==> config.mk <==
export PLATFORM = sky130hd
export DESIGN_NAME = dma_cell_sequencer
export DESIGN_NICKNAME = d
export VERILOG_FILES = /design/src/rtl/dma_seq_pkg.sv /design/src/rtl/dma_trig_select.sv /design/src/rtl/dma_cell_fsm.sv /design/src/rtl/dma_prio_clamp.sv /design/src/rtl/dma_cell_sequencer.sv
export SDC_FILE = /design/constraint.sdc
export NUM_CORES = 1
export LEC_CHECK = 0
export BUFFER_PORTS_ARGS = -buffer_cell sky130_fd_sc_hd__buf_2
export CORE_UTILIZATION = 35
export CTS_BUF_LIST = sky130_fd_sc_hd__clkbuf_16
export CTS_CLUSTER_DIAMETER = 80
export DETAILED_ROUTE_END_ITERATION = 10
export GPL_TIMING_DRIVEN = 0
export MAX_ROUTING_LAYER = met4
export PLACE_DENSITY_LB_ADDON = 0.15
export SLEW_MARGIN = 40
export SYNTH_ARGS = -nofsm -noshare
export SYNTH_HDL_FRONTEND = slang
export SYNTH_SLANG_ARGS = --single-unit
==> constraint.sdc <==
create_clock -name clk -period 2.2 [get_ports clk]
set_clock_uncertainty 0.05 [all_clocks]
set_input_delay 0.22 -clock clk [delete_from_list [all_inputs] [get_ports clk]]
set_output_delay 0.22 -clock clk [all_outputs]
set_load 0.005 [all_outputs]
==> src/rtl/dma_seq_pkg.sv <==
package dma_seq_pkg;
  typedef enum logic [1:0] {
    SEQ_ARM   = 2'd0,
    SEQ_ISSUE = 2'd1,
    SEQ_BUSY  = 2'd2
  } seq_state_t;
endpackage

==> src/rtl/dma_trig_select.sv <==
module dma_trig_select #(
  parameter int SEL_W    = 8,
  parameter int TRIG_MAX = 23
) (
  input  logic [SEL_W-1:0]    trig_sel,
  input  logic                sw_start,
  input  logic [TRIG_MAX-1:0] ext_trig,
  output logic                start_hit
);
  logic [TRIG_MAX-1:0] line_hit;

  // One comparator per implemented line; any other select value matches none.
  genvar gi;
  generate
    for (gi = 0; gi < TRIG_MAX; gi++) begin : g_line
      assign line_hit[gi] = ext_trig[gi] && (trig_sel == SEL_W'(gi + 1));
    end
  endgenerate

  assign start_hit = sw_start | (|line_hit);
endmodule

==> src/rtl/dma_cell_fsm.sv <==
module dma_cell_fsm
  import dma_seq_pkg::*;
#(
  parameter int CNT_W = 8
) (
  input  logic             clk,
  input  logic             rst_n,
  input  logic             chan_en,
  input  logic             auto_blk,
  input  logic             start_hit,
  input  logic [CNT_W-1:0] cell_count,
  input  logic             cell_ready,
  input  logic             cell_done,
  output logic             cell_valid,
  output logic             blk_done
);
  seq_state_t       state;
  logic             pend;
  logic [CNT_W-1:0] done_cnt;
  logic [CNT_W-1:0] cnt_eff;
  logic             last_cell;

  assign cnt_eff    = (cell_count == '0) ? CNT_W'(1) : cell_count;
  assign last_cell  = (done_cnt == cnt_eff - CNT_W'(1));
  assign cell_valid = (state == SEQ_ISSUE);

  always_ff @(posedge clk or negedge rst_n) begin
    if (!rst_n) begin
      state    <= SEQ_ARM;
      pend     <= 1'b0;
      done_cnt <= '0;
      blk_done <= 1'b0;
    end else if (!chan_en) begin
      state    <= SEQ_ARM;
      pend     <= 1'b0;
      done_cnt <= '0;
      blk_done <= 1'b0;
    end else begin
      blk_done <= 1'b0;
      case (state)
        SEQ_ARM: begin
          if (pend || start_hit) begin
            state <= SEQ_ISSUE;
            pend  <= 1'b0;
          end
        end
        SEQ_ISSUE: begin
          if (cell_ready) state <= SEQ_BUSY;
          if (start_hit) pend <= 1'b1;
        end
        SEQ_BUSY: begin
          if (cell_done) begin
            if (last_cell) begin
              done_cnt <= '0;
              blk_done <= 1'b1;
              state    <= SEQ_ARM;
              if (start_hit) pend <= 1'b1;
            end else begin
              done_cnt <= done_cnt + CNT_W'(1);
              if (auto_blk) begin
                state <= SEQ_ISSUE;
                if (start_hit) pend <= 1'b1;
              end else if (pend || start_hit) begin
                state <= SEQ_ISSUE;
                pend  <= 1'b0;
              end else begin
                state <= SEQ_ARM;
              end
            end
          end else if (start_hit) begin
            pend <= 1'b1;
          end
        end
        default: state <= SEQ_ARM;
      endcase
    end
  end
endmodule

==> src/rtl/dma_prio_clamp.sv <==
module dma_prio_clamp #(
  parameter int PRIO_W   = 2,
  parameter int PRIO_MAX = 2
) (
  input  logic              clk,
  input  logic              rst_n,
  input  logic              prio_we,
  input  logic [PRIO_W-1:0] prio_wdata,
  output logic [PRIO_W-1:0] prio_level
);
  localparam logic [PRIO_W-1:0] LvlTop = PRIO_W'(PRIO_MAX);

  always_ff @(posedge clk or negedge rst_n) begin
    if (!rst_n)       prio_level <= '0;
    else if (prio_we) prio_level <= (prio_wdata > LvlTop) ? LvlTop : prio_wdata;
  end
endmodule

==> src/rtl/dma_cell_sequencer.sv <==
module dma_cell_sequencer #(
  parameter int SEL_W    = 8,
  parameter int TRIG_MAX = 23,
  parameter int CNT_W    = 8,
  parameter int PRIO_W   = 2,
  parameter int PRIO_MAX = 2
) (
  input  logic                clk,
  input  logic                rst_n,
  input  logic                chan_en,
  input  logic                auto_blk,
  input  logic [SEL_W-1:0]    trig_sel,
  input  logic                sw_start,
  input  logic [TRIG_MAX-1:0] ext_trig,
  input  logic [CNT_W-1:0]    cell_count,
  output logic                cell_valid,
  input  logic                cell_ready,
  input  logic                cell_done,
  output logic                blk_done,
  input  logic                prio_we,
  input  logic [PRIO_W-1:0]   prio_wdata,
  output logic [PRIO_W-1:0]   prio_level
);
  logic start_hit;

  dma_trig_select #(.SEL_W(SEL_W), .TRIG_MAX(TRIG_MAX)) u_sel (
    .trig_sel  (trig_sel),
    .sw_start  (sw_start),
    .ext_trig  (ext_trig),
    .start_hit (start_hit)
  );

  dma_cell_fsm #(.CNT_W(CNT_W)) u_fsm (
    .clk        (clk),
    .rst_n      (rst_n),
    .chan_en    (chan_en),
    .auto_blk   (auto_blk),
    .start_hit  (start_hit),
    .cell_count (cell_count),
    .cell_ready (cell_ready),
    .cell_done  (cell_done),
    .cell_valid (cell_valid),
    .blk_done   (blk_done)
  );

  dma_prio_clamp #(.PRIO_W(PRIO_W), .PRIO_MAX(PRIO_MAX)) u_prio (
    .clk        (clk),
    .rst_n      (rst_n),
    .prio_we    (prio_we),
    .prio_wdata (prio_wdata),
    .prio_level (prio_level)
  );
endmodule

==> summary.md <==
| Metric | Value |
|---|---|
| Final Hold Vio Count | `0` |
| CTS H-Tree Depth | `1` |
| Unrepaired setup endpoints after global routing | `yes` |
| First-pass GRT wire length | `6200 um` |
| Pin count of the biggest net entering global routing | `15` |
| Crit Path Class | `in -> reg` |
| Hold Crit Class | `in -> reg` |
| CTS clk-pin slew, worst paths | `0.04 ns` |
| Final-layout fill cell count | `361` |
| PnR worst setup slack | `-0.0969 ns` |
| Seq/Total Area, Yosys | `24.6%` |
| Netlist cell types | `54` |
| Num CTS Buffers | `3` |
| Grt ovf | `0` |
| Synth async-reset ratio | `100%` |
| Area leader, netlist | `dfrtp_1` |
| Post-Synthesis Cells | `156` |
| Clock buffer depth | `2` |
| Switch share | `31.7%` |
| Port-buffer cells | `50` |
| Sequential power share | `30.1%` |
| Antenna cell count | `0` |
| Final wirelength | `3660 um` |
| Worst endpoint data arrival time | `2.36 ns` |
| Max cap viols | `0` |
| Yosys top cell area share | `24.6%` |
| Post-route setup TNS | `-0.427 ns` |
| Total die area | `4330 sq um` |
| Combinational Power Share | `37.4%` |
| Initial antenna violation count | `0` |
| Initial Util | `37.8%` |
| Startpoint Class | `input pin` |
| Fin nets | `274` |
| Die Ht | `65.8 um` |
| Final std cells w/o fill | `265` |
| WL/cell | `13.8 um` |
| Routed vias | `1438` |
| Post-synthesis average cell area | `9.14 sq um` |
| Worst Path Required | `2.27 ns` |
| Worst-path maximum fanout | `3` |
| Yosys reg bits | `14` |
| Failing checks | `setup timing` |
| Post-synthesis adder-cell area fraction | `5.26%` |
| Combinational family with the most area after synthesis | `compound AO/OA/AOI/OAI gates` |
| Vias per Instance | `5.43` |
| Synth Area in XOR/XNOR | `5.53%` |
| Mux share of post-synthesis cell area | `8.25%` |
| Fin util | `51.4%` |
| Vias in the first global route | `1469` |
| Most common cell in the netlist | `dfrtp_1` |
| CORE AREA | `3770 sq um` |
| Power density over the cells | `527 nW/um^2` |
| Synth Area in Compound Gates | `25.7%` |
| Max Clk Rate | `435 MHz` |
| Post-route DRC | `0` |
| Final setup viols | `7` |
| Die X | `65.8 um` |
| CTS sink cnt | `14` |
| 1st-pass router iterations | `4` |
| Status | `finished, violations left` |
| Dpl cells | `254` |
| HPWL after DPL | `2790 um` |
| Post-Syn Area | `1430 sq um` |
| Switching power | `0.000324 W` |
| Number of synthesized flops with an enable pin | `0` |
| Ports | `53` |
| Crit path max-delay cell type | `or3_4` |
| Max-slew violation count | `0` |
| Max IR drop VDD | `0.521 mV` |
| Largest stage delay, worst path | `0.38 ns` |
| Critical Path End Type | `flip-flop` |
| Drt first-iter violations | `78` |
| Root Driver | `clkbuf_16` |
| Tmin final | `2.30 ns` |
| Final critical-path share of the clock period | `104%` |
| Share of cells above drive strength 1 | `37.8%` |
| Hold slack | `0.161 ns` |
| CTS tree | `done` |
| Ys Warns | `0` |
| Synth area leaders | `dfrtp_1 (25%), ha_1 (5.3%), mux2i_1 (4.9%)` |
| Antenna-violating nets left | `0` |
| Multi-input gate area | `1040 sq um` |
| Post-Synth Simple-Gate Area | `25.1%` |
| Clock power share | `32.5%` |
| Most instantiated cells after synthesis | `dfrtp_1 (14), inv_1 (12), a21oi_1 (9), nand2_1 (9), o21ai_0 (9)` |
| Total GRT Usage | `18.5%` |
| Mapped Nets | `211` |
| FP Rows | `22` |
| Layout Area Growth over Synthesis | `35.9%` |
| Actual slew at the worst max-slew pin | `0.624 ns` |
| Static leakage | `0.874 nW` |
| Setup slack at placement | `-0.501 ns` |
| Crit path cell chain | `buf_8 -> nor4_4 -> a21oi_2 -> ha_1 -> xnor2_1 -> a221oi_2 -> and4_1 -> nand4_4 -> or3_4 -> a32o_1` |
| Slew margin rel. | `58.4%` |
| Internal | `0.000699 W` |
| GP Congestion | `0.833` |
| Post-synth top flop | `dfrtp_1` |
| Register area | `350 sq um` |
| Worst skew pair latency | `0.24 ns` |
path summary, 6_finish.rpt:
check | startpoint | end | slack, ns | cells past startpoint
worst max register to register | u_fsm.done_cnt[2] | u_fsm.done_cnt[1] | 0.10 | 7
worst max-delay path | cell_count[1] | u_fsm.done_cnt[1] | -0.1 | 10
worst min-delay path | prio_we | u_prio.prio_level[0] | 0.16 | 2
worst min register to register | u_prio.prio_level[1] | u_prio.prio_level[1] | 0.46 | 1
min in group asynchronous | rst_n | u_prio.prio_level[1] | 0.36 | 2
max in group asynchronous | rst_n | u_fsm.pend | 1.50 | 2
repair_timing:
action                                 in CTS  in global routing
endpoints found under the hold margin      14                  0
gates cloned                                1                  0
pin swaps                                   5                  0
hold buffers                                1                  0
setup endpoints to repair                  10                 10
gates resized for setup                    13                  1
setup buffers                               5                  1
area by class of cell:
type | count | area share (%)
inverters | 12 | 2.32
flip-flops and latches | 14 | 18.1
well taps | 48 | 3.10
plain buffers | 4 | 1.81
repair buffers | 58 | 17.4
multi-input cells | 126 | 53.5
clock buffers | 3 | 3.87
power groups by stage:
stage / Sequential (W) / Clock (W) / Combinational (W)
3_5_place_dp: 0.000312 / 0 / 0.000349
6_report: 0.000308 / 0.000332 / 0.000383
2_1_floorplan: 0.000305 / 0 / 0.000233
3_3_place_gp: 0.000310 / 0 / 0.000338
4_1_cts: 0.000309 / 0.000340 / 0.000371
5_1_grt: 0.000312 / 0.000345 / 0.000426
metal layers:
layer / vias up / GRT usage (%) / share of wire (%)
li1: 714 / - / -
met1: 692 / 22.7 / 44
met2: 32 / 31.6 / 52
met3: 0 / 2.07 / 4.1
met4: 0 / 5.43 / 0
met5: - / - / 0
logic make-up after synthesis:
group / after synthesis
buffers and inverters: 16
flip-flops: 14
adder cells (fa/ha/maj): 6
AND/OR/NAND/NOR: 57
AO/OA/AOI/OAI: 44
multiplexers: 10
XOR/XNOR: 9
critical path: cells and delay by family:
family / cells / cell delay [ns]
simple gates: 4 / 1.07
compound gates: 3 / 0.55
xor+xnor: 1 / 0.14
buf+inv: 1 / 0.10
fa+ha+maj: 1 / 0.29
layout by cell type (no fill, tap or decap), types with 2 or more instances in the layout:
cell type and instances:
mux2i_1 7, o21bai_1 3, a21o_1 2, o32ai_1 2
and3_1 2, clkbuf_16 3, buf_4 7, xor2_1 6
o31ai_1 2, buf_2 48, buf_6 3, nand3b_1 5
dfrtp_1 14, inv_1 12, nor4b_1 4, ha_1 6
o21ai_2 2, nor2_1 7, nor2b_1 2, nand2_1 9
a21oi_1 7, nor3_1 3, buf_8 2, nand2b_1 4
nand3_1 5, o31ai_4 2, o21ai_0 7, nor4_1 4
o21ai_1 2, xnor2_1 3
flip-flops by register name (all words and copies together) (netlist names):
signal,flops
u_fsm.blk_done,1
u_fsm.pend,1
u_fsm.state,2
u_fsm.done_cnt,8
u_prio.prio_level,2
per-stage QoR:
stage / instance area (sq um) / power [W]
global placement: 1750 / 0.000647
finish: 1940 / 0.00102
floorplan: 1440 / 0.000538
CTS: 1920 / 0.00102
detailed placement: 1750 / 0.000661
global route: 1940 / 0.00108
No activity file was read; power rests on OpenSTA's default activity.
